### src/rtl/irq_prio_pkg.sv
// Package: shared types for the rotating priority resolver.
// Assumes line counts are powers of two so ranks wrap by truncation.
package irq_prio_pkg;
    // Source selected for the next rotation register value
    typedef enum logic [1:0] {
        PRIO_HOLD = 2'd0,
        PRIO_INIT = 2'd1,
        PRIO_EOI  = 2'd2,
        PRIO_SET  = 2'd3
    } prio_op_e;
endpackage

### src/rtl/irq_rot_scan.sv
// Module: circular first-set finder.
// Scans vec starting one past 'low' and wrapping, and returns the first set
// position. 'ahead' marks every position visited before that hit, or all
// positions when nothing is set. Assumes N is a power of two.
module irq_rot_scan #(
    parameter int unsigned N = 8,
    localparam int unsigned W = $clog2(N)
) (
    input  logic [N-1:0] vec,
    input  logic [W-1:0] low,
    output logic         found,
    output logic [W-1:0] idx,
    output logic [N-1:0] ahead
);
    logic [W-1:0] pos_w;

    // Walk the ring from highest to lowest rank and stop at the first hit
    always_comb begin
        found = 1'b0;
        idx   = '0;
        ahead = '0;
        pos_w = '0;
        for (int k = 0; k < N; k++) begin
            pos_w = low + W'(1) + W'(k);
            if (!found) begin
                if (vec[pos_w]) begin
                    found = 1'b1;
                    idx   = pos_w;
                end else begin
                    ahead[pos_w] = 1'b1;
                end
            end
        end
    end
endmodule

### src/rtl/irq_prio_reg.sv
// Module: rotation register holding the current lowest-priority line.
// Initialisation wins over a rotating EOI, which wins over set-priority.
// Without rotation enabled, commands other than initialisation are ignored.
module irq_prio_reg
    import irq_prio_pkg::*;
#(
    parameter int unsigned N = 8,
    localparam int unsigned W = $clog2(N)
) (
    input  logic         clk,
    input  logic         rst_n,
    input  logic         init_clr,
    input  logic         rot_en,
    input  logic         eoi_fire,
    input  logic [W-1:0] eoi_line,
    input  logic         set_fire,
    input  logic [W-1:0] set_line,
    output logic [W-1:0] prio_low
);
    prio_op_e op;

    // Pick the update source by fixed precedence
    always_comb begin
        if (init_clr)                 op = PRIO_INIT;
        else if (rot_en && eoi_fire)  op = PRIO_EOI;
        else if (rot_en && set_fire)  op = PRIO_SET;
        else                          op = PRIO_HOLD;
    end

    // Register the lowest-priority line
    always_ff @(posedge clk) begin
        if (!rst_n) begin
            prio_low <= '0;
        end else begin
            case (op)
                PRIO_INIT: prio_low <= '0;
                PRIO_EOI:  prio_low <= eoi_line;
                PRIO_SET:  prio_low <= set_line;
                default:   prio_low <= prio_low;
            endcase
        end
    end

    assert_init_clears_R6: assert property (@(posedge clk) disable iff (!rst_n)
        init_clr |=> prio_low == '0);
    assert_eoi_loads_R7: assert property (@(posedge clk) disable iff (!rst_n)
        (rot_en && eoi_fire && !init_clr) |=> prio_low == $past(eoi_line));
    assert_set_loads_R8: assert property (@(posedge clk) disable iff (!rst_n)
        (rot_en && set_fire && !eoi_fire && !init_clr) |=> prio_low == $past(set_line));
    assert_hold_norot_R9: assert property (@(posedge clk) disable iff (!rst_n)
        (!rot_en && !init_clr) |=> $stable(prio_low));
endmodule

### src/rtl/irq_prio_resolver.sv
// Module: top of the rotating interrupt priority resolver.
// Two ring scans share the rotation register. The first finds the top
// in-service line. Its 'ahead' mask then cuts the pending search off at
// that line, so a request of equal or lower rank never preempts.
module irq_prio_resolver
    import irq_prio_pkg::*;
#(
    parameter int unsigned N_LINES = 8,
    localparam int unsigned W = $clog2(N_LINES)
) (
    input  logic               clk,
    input  logic               rst_n,
    input  logic [N_LINES-1:0] req,
    input  logic [N_LINES-1:0] isr,
    input  logic [N_LINES-1:0] mask,
    input  logic               init_clr,
    input  logic               rot_en,
    input  logic               eoi_fire,
    input  logic [W-1:0]       eoi_line,
    input  logic               set_fire,
    input  logic [W-1:0]       set_line,
    output logic [W-1:0]       prio_low,
    output logic               svc_valid,
    output logic [W-1:0]       svc_line,
    output logic               pend_valid,
    output logic [W-1:0]       pend_line
);
    logic [N_LINES-1:0] above_svc;
    logic [N_LINES-1:0] svc_ahead_unused;
    logic [N_LINES-1:0] cand;
    logic [W-1:0]       rank_pend;
    logic [W-1:0]       rank_svc;

    irq_prio_reg #(.N(N_LINES)) u_reg (
        .clk      (clk),
        .rst_n    (rst_n),
        .init_clr (init_clr),
        .rot_en   (rot_en),
        .eoi_fire (eoi_fire),
        .eoi_line (eoi_line),
        .set_fire (set_fire),
        .set_line (set_line),
        .prio_low (prio_low)
    );

    irq_rot_scan #(.N(N_LINES)) u_svc_scan (
        .vec   (isr),
        .low   (prio_low),
        .found (svc_valid),
        .idx   (svc_line),
        .ahead (above_svc)
    );

    // Unmasked requests that outrank every line in service
    always_comb cand = req & ~mask & above_svc;

    irq_rot_scan #(.N(N_LINES)) u_pend_scan (
        .vec   (cand),
        .low   (prio_low),
        .found (pend_valid),
        .idx   (pend_line),
        .ahead (svc_ahead_unused)
    );

    // Ranks of both winners, 0 = highest, for the ordering check
    always_comb begin
        rank_pend = pend_line - prio_low - W'(1);
        rank_svc  = svc_line - prio_low - W'(1);
    end

    assert_svc_bit_set_R2: assert property (@(posedge clk) disable iff (!rst_n)
        svc_valid |-> isr[svc_line]);
    assert_pend_unmasked_R3: assert property (@(posedge clk) disable iff (!rst_n)
        pend_valid |-> (req[pend_line] && !mask[pend_line]));
    assert_pend_outranks_R4: assert property (@(posedge clk) disable iff (!rst_n)
        (pend_valid && svc_valid) |-> (rank_pend < rank_svc));
    assert_none_zero_R5: assert property (@(posedge clk) disable iff (!rst_n)
        !pend_valid |-> pend_line == '0);
endmodule

### config.mk
export PLATFORM = sky130hd
export DESIGN_NAME = irq_prio_resolver
export DESIGN_NICKNAME = d
export VERILOG_FILES = /design/src/rtl/irq_prio_pkg.sv /design/src/rtl/irq_rot_scan.sv /design/src/rtl/irq_prio_reg.sv /design/src/rtl/irq_prio_resolver.sv
export SDC_FILE = /design/constraint.sdc
export NUM_CORES = 1
export LEC_CHECK = 0
export ABC_AREA = 1
export CAP_MARGIN = 20
export CORE_MARGIN = 2
export CORE_UTILIZATION = 53
export DETAILED_ROUTE_END_ITERATION = 10
export GPL_TIMING_DRIVEN = 0
export PLACE_DENSITY = 0.9
export SYNTH_ARGS = -nofsm -noshare
export SYNTH_HDL_FRONTEND = slang
export SYNTH_SLANG_ARGS = --single-unit
### constraint.sdc
create_clock -name clk -period 9 [get_ports clk]
set_input_delay 2.7 -clock clk [delete_from_list [all_inputs] [get_ports clk]]
set_output_delay 2.7 -clock clk [all_outputs]
set_load 0.05 [all_outputs]
==> flow_metrics.env, run 1 <==
export IMPL_setup_viol=0
export IMPL_period_share_pct=98.3
export IMPL_outcome="complete, no violations"
export IMPL_grt_use_met3_pct=5.26
export IMPL_post_route_min_period_ns=8.84
export IMPL_worst_endpoint_arrival_ns=6.14
export IMPL_num_vias=3520
export IMPL_cts_hold_fix_buffers=0
export IMPL_root_buffer="clkbuf_8"
export IMPL_core_area_um2=4030
export IMPL_p_int_w=0.000123
export IMPL_largest_reg_flops=3
export IMPL_cts_buffers=3
export IMPL_via_per_inst=6.11
export IMPL_hpwl_um=7040
export IMPL_fmax_mhz=113
export IMPL_finalHoldViolCount=0
export IMPL_final_common_cell="nand2_1"
export IMPL_p_switching_w=0.000171
export IMPL_drc=0
export IMPL_yosys_area_top_type="nand2_1"
export IMPL_synth_seq_area_share_pct=2.67
export IMPL_port_buffers=46
export IMPL_cts_tree="yes"
export IMPL_die_h_um=69.1
export IMPL_wl_um=9030
export IMPL_antenna_found_initial=0
export IMPL_swShare_pct=58.2
export IMPL_initial_utilization_pct=55.8
export IMPL_crit_type="in2out"
export IMPL_power_density_nw_per_um2=99.4
export IMPL_largest_register="u_reg.prio_low"
export IMPL_maxCapViolations=0
export IMPL_clockPowerShare_pct=13.1
export IMPL_grt_first_pass_wirelength_um=14000
export IMPL_crit_required_ns=6.30
export IMPL_endpoint_kind="output pin"
export IMPL_finClkSkew_ns=0
export IMPL_ios=47
export IMPL_max_slew_margin_rel_pct=56.8
export IMPL_layout_setup_ws_ns=0.155
export IMPL_yosys_warnings=0
export IMPL_gr_usage_met1_pct=44.2
export IMPL_busiest_layer="met2"
export IMPL_grt_use_total_pct=35.0
export IMPL_syn_inst=469
export IMPL_finalMaxSlewViolations=0
export IMPL_place_congestion=0.990
export IMPL_synthesis_nets=507
export IMPL_p_leak_nw=1.49
export IMPL_grt_overflow_total=0
export IMPL_grt_pass1_vias=3096
export IMPL_synth_area_leaders="nand2_1 29%, nand3_1 19%, nor2_1 9.4%"
export IMPL_worstMarginPinSlew_ns=0.647
export IMPL_avgSynthCellArea_um2=4.79
export IMPL_htree_levels=1
export IMPL_insertion_delay_ns=0.21
export IMPL_reg_top3="u_reg.prio_low x3"
export IMPL_utilization_pct=73.3
export IMPL_die_w_um=69.1
export IMPL_cts_buffer_depth=2
export IMPL_use_met2_pct=57.7
export IMPL_synth_top_area_share_pct=28.6
export IMPL_grt_max_degree=11
export IMPL_antenna_cells=0
export IMPL_ant_nets=0
export IMPL_mostFrequentLayoutCells="167 x nand2_1, 72 x nand3_1, 56 x nor2_1, 45 x inv_1, 42 x clkdlybuf4s50_1"
export IMPL_cp_start_kind="input port"
export IMPL_netlist_area_um2=2250
export IMPL_dpl_worst_slack_ns=-0.517
export IMPL_synth_seq_cells=3
export IMPL_hp_class="reg2reg"
export IMPL_clk_pin_slew_ns=0.03
export IMPL_worst_path_max_fanout=7
export IMPL_comb_power_share_pct=82.0
export IMPL_ys_types=34
export IMPL_die_area_um2=4780
export IMPL_seq_power_share_pct=4.9
export IMPL_nets=565
export IMPL_wl_per_cell_um=15.7
export IMPL_irDropWorstVdd_mv=0.110
export IMPL_dr_pass1_iters=7
export IMPL_cts_sinks=3
export IMPL_core_rowCount=23
export IMPL_area_growth_pct=31.3
export IMPL_drive_gt1_share_pct=14.3
export IMPL_first_iter_violations=552
worst max-delay path, stage by stage:
cell and delay [ns]:
clkdlybuf4s50_1 0.53, nand2_1 0.09, nand3_1 0.12, nand3_1 0.15
nand2_4 0.16, inv_4 0.07, nand2_4 0.11, nor2_4 0.07
buf_4 0.15, nand2_1 0.05, nor2_1 0.05, nor3_2 0.18
nand3_1 0.16, nand3_1 0.14, nand3_1 0.13, nand3_1 0.18
nand2_2 0.10, inv_2 0.11, nand4_4 0.13, nor2_4 0.15
nand3_1 0.09, nand2_1 0.10, inv_1 0.04, a21oi_1 0.13
buf_4 0.21
metal layers:
layer  share of wire [%]  vias up
li1                    -     1663
met1                  38     1509
met2                  44      284
met3                  12       64
met4                 5.3        0
met5                   0        -
power by group through the flow:
| stage | clock, W | combinational (W) | sequential, W |
|---|---|---|---|
| 2_1_floorplan | 0 | 0.000159 | 0.0000159 |
| 3_3_place_gp | 0 | 0.000225 | 0.0000145 |
| 3_5_place_dp | 0 | 0.000227 | 0.0000145 |
| 4_1_cts | 0.0000395 | 0.000224 | 0.0000144 |
| 5_1_grt | 0.0000412 | 0.000256 | 0.0000144 |
| 6_report | 0.0000385 | 0.000241 | 0.0000144 |
cells in the mapped netlist, drive strengths merged:
cell type and count:
nand4 11, a311oi 1, dfxtp 3, nand3 89
inv 57, o221ai 4, and2 1, a21oi 10
nand2 176, o22ai 5, buf 12, nor2 62
o21ai 16, clkinv 1, a211oi 1, o31ai 2
a31oi 5, o211a 1, nor3 4, a31o 1
ha 2, nand3b 1, clkbuf 4
final timing paths:
kind	start	to	slack (ns)	cells past startpoint
min	u_reg.prio_low[1]	u_reg.prio_low[1]	0.53	2
max reg2reg	u_reg.prio_low[0]	u_reg.prio_low[0]	7.32	5
max	isr[4]	pend_line[1]	0.16	25
min reg2reg	u_reg.prio_low[1]	u_reg.prio_low[1]	0.53	2
kinds of logic (layout without fill, tap and decap cells):
| group | count (synthesis) | after routing | share of synthesized area (%) |
|---|---|---|---|
| compound gates | 46 | 46 | 12.5 |
| fa+ha+maj | 2 | 2 | 1.11 |
| buf+inv | 74 | 131 | 13.7 |
| flops | 3 | 3 | 2.67 |
| simple gates | 344 | 344 | 70.0 |
stage by stage:
step,setup TNS (ns),instances,cell area (um2),hold slack (ns),total power [W]
final,0,576,2950,0.529,0.000293
after global routing,-0.0308,576,2950,0.554,0.000311
after CTS,0,569,2810,0.535,0.000278
after detailed placement,-1.30,565,2770,0.544,0.000242
after global placement,-0.960,565,2770,0.522,0.000239
after floorplan,0,469,2250,0.724,0.000174
layout make-up:
| cell class | instances | area [um2] |
|---|---|---|
| multi-input combinational | 392 | 1970 |
| timing repair buffer | 53 | 499 |
| clock buffer | 4 | 45.0 |
| buffer | 16 | 90.1 |
| sequential | 3 | 60.1 |
| fill | 349 | 1080 |
| tap | 50 | 62.6 |
| inverter | 58 | 220 |
what timing repair did:
item	CTS	global route
gates resized for setup	10	28
setup buffers	0	7
endpoints found under the setup margin	4	4
pin swaps	0	6
(Power assumes the default switching activity.)
==> run 2: changes to the inputs <==
==> constraint.sdc (replaced) <==
create_clock -name clk -period 9 [get_ports clk]
set_input_delay 2.25 -clock clk [delete_from_list [all_inputs] [get_ports clk]]
set_output_delay 2.25 -clock clk [all_outputs]
set_load 0.05 [all_outputs]
==> run 2 against run 1 <==
- critical path depth is the same
- sequential power is essentially flat
- via count down 2.1%
- utilization down 3.4 points
- first-iteration DRC count decreased by 23%
- clock skew is the same
- flip-flop and latch count is the same
- fmax grew 1.6%
- cell count is 1.2% lower
- clock power about the same
- global-route usage barely moved
- clock-buffer cell count is the same
- critical path type unchanged
==> flow_metrics.env, run 2 (synthesized netlist as in run 1, its figures left out) <==
export IMPL_worstMarginPinSlew_ns=0.616
export IMPL_core_area_um2=4030
export IMPL_largest_reg_flops=3
export IMPL_grt_first_pass_wirelength_um=14000
export IMPL_p_leak_nw=1.42
export IMPL_endpoint_kind="output pin"
export IMPL_grt_max_degree=11
export IMPL_multi_input_area_um2=1880
export IMPL_port_buffers=46
export IMPL_maxCapViolations=0
export IMPL_rsz0062_at_grt="false"
export IMPL_worst_path_max_fanout=9
export IMPL_ant_nets=0
export IMPL_crit_required_ns=6.75
export IMPL_wl_um=8760
export IMPL_cts_setup_buffers=0
export IMPL_seqCellArea_um2=60.1
export IMPL_fmax_mhz=115
export IMPL_swShare_pct=57.6
export IMPL_grt_pass1_vias=3096
export IMPL_comb_power_share_pct=81.6
export IMPL_htree_levels=1
export IMPL_clockPowerShare_pct=13.4
export IMPL_worst_endpoint_arrival_ns=6.46
export IMPL_cts_sinks=3
export IMPL_outcome="complete, no violations"
export IMPL_place_congestion=0.990
export IMPL_final_common_cell="nand2_1"
export IMPL_die_h_um=69.1
export IMPL_use_met2_pct=57.7
export IMPL_ios=47
export IMPL_busiest_layer="met2"
export IMPL_crit_type="in2out"
export IMPL_worstReg2RegStart="u_reg.prio_low[0]"
export IMPL_die_w_um=69.1
export IMPL_antenna_cells=0
export IMPL_drc=0
export IMPL_gr_usage_met1_pct=44.2
export IMPL_num_fill_cells=366
export IMPL_first_iter_violations=425
export IMPL_largest_register="u_reg.prio_low"
export IMPL_startpoint="isr[4]"
export IMPL_seq_power_share_pct=5.0
export IMPL_cts_resized_gates=0
export IMPL_via_per_inst=6.06
export IMPL_cts_hold_fix_buffers=0
export IMPL_p_switching_w=0.000165
export IMPL_power_density_nw_per_um2=102
export IMPL_grt_use_met3_pct=5.26
export IMPL_hp_class="reg2reg"
export IMPL_wl_per_cell_um=15.4
export IMPL_area_growth_pct=25.3
export IMPL_drive_gt1_share_pct=9.06
export IMPL_root_buffer="clkbuf_8"
export IMPL_antenna_found_initial=0
export IMPL_cp_start_kind="input port"
export IMPL_insertion_delay_ns=0.21
export IMPL_finalMaxSlewViolations=0
export IMPL_reg_top3="u_reg.prio_low x3"
export IMPL_clk_pin_slew_ns=0.03
export IMPL_irDropWorstVdd_mv=0.109
export IMPL_period_share_pct=96.8
export IMPL_tns_ns=0
export IMPL_dr_pass1_iters=7
export IMPL_core_rowCount=23
export IMPL_num_vias=3447
export IMPL_finalHoldViolCount=0
export IMPL_p_int_w=0.000122
export IMPL_cts_buffer_depth=2
export IMPL_grt_overflow_total=0
export IMPL_grt_use_total_pct=35.0
export IMPL_post_route_min_period_ns=8.71
export IMPL_setup_viol=0
export IMPL_die_area_um2=4780
export IMPL_initial_utilization_pct=55.8
export IMPL_nets=558
export IMPL_max_slew_margin_rel_pct=59.0
export IMPL_cts_tree="yes"
export IMPL_holdWs_ns=0.529
export IMPL_worst_hold_startpoint="u_reg.prio_low[1]"
export IMPL_finClkSkew_ns=0
export IMPL_hpwl_um=7040
export IMPL_mostFrequentLayoutCells="171 x nand2_1, 85 x nand3_1, 56 x nor2_1, 46 x clkdlybuf4s50_1, 45 x inv_1"
export IMPL_cts_buffers=3
[run 2: area by class of cell]
cell class	instances	share of cell area, %
inverters	58	7.73
clock buffers	4	1.60
flip-flops and latches	3	2.13
repair buffers	46	16.4
well taps	50	2.22
multi-input cells	392	66.8
plain buffers	16	3.20
[run 2: power groups by stage]
stage | logic (W) | registers, W | clock network (W)
2_1_floorplan | 0.000159 | 0.0000159 | 0
3_5_place_dp | 0.000227 | 0.0000145 | 0
4_1_cts | 0.000228 | 0.0000144 | 0.0000395
6_report | 0.000234 | 0.0000144 | 0.0000385
3_3_place_gp | 0.000225 | 0.0000145 | 0
5_1_grt | 0.000250 | 0.0000144 | 0.0000412
[run 2: layer usage]
metal / wire length (um) / vias to the layer above
li1: - / 1635
met1: 3370 / 1471
met2: 3920 / 281
met3: 1090 / 60
met4: 380 / 0
met5: 0 / -
[run 2: worst paths after layout]
kind	to	slack, ns	cells past startpoint
min reg2reg	u_reg.prio_low[1]	0.53	2
max reg2reg	u_reg.prio_low[0]	7.34	5
min	u_reg.prio_low[1]	0.53	2
max	pend_line[1]	0.29	25
[run 2: stage by stage]
step | setup WS, ns | total power [W] | instance area (um2) | utilization [%] | std cells
5_1_grt | 0.0808 | 0.000306 | 2820 | 69.9 | 569
6_report | 0.292 | 0.000287 | 2820 | 69.9 | 569
3_5_place_dp | 0.383 | 0.000242 | 2770 | 68.8 | 565
3_3_place_gp | 0.520 | 0.000239 | 2770 | 68.8 | 565
2_1_floorplan | 1.71 | 0.000174 | 2250 | - | 469
4_1_cts | 0.372 | 0.000282 | 2820 | 69.9 | 569
[run 2: worst max-delay path, cell delays in order]
cell	delay [ns]
clkdlybuf4s50_1	0.46
nand2_1	0.12
nand3_1	0.10
nand3_1	0.13
nand2_2	0.15
inv_2	0.16
nand2_2	0.13
nor2_4	0.25
nand4_4	0.21
nor2_4	0.25
nand3_1	0.10
nand2_1	0.13
nand3_1	0.11
nand3_1	0.16
nand3_1	0.13
nand2_1	0.17
inv_2	0.07
nand4_4	0.12
nor2_1	0.08
nand2_1	0.06
nand2_1	0.06
inv_1	0.07
nand2_1	0.05
a21oi_1	0.11
clkdlybuf4s50_1	0.82
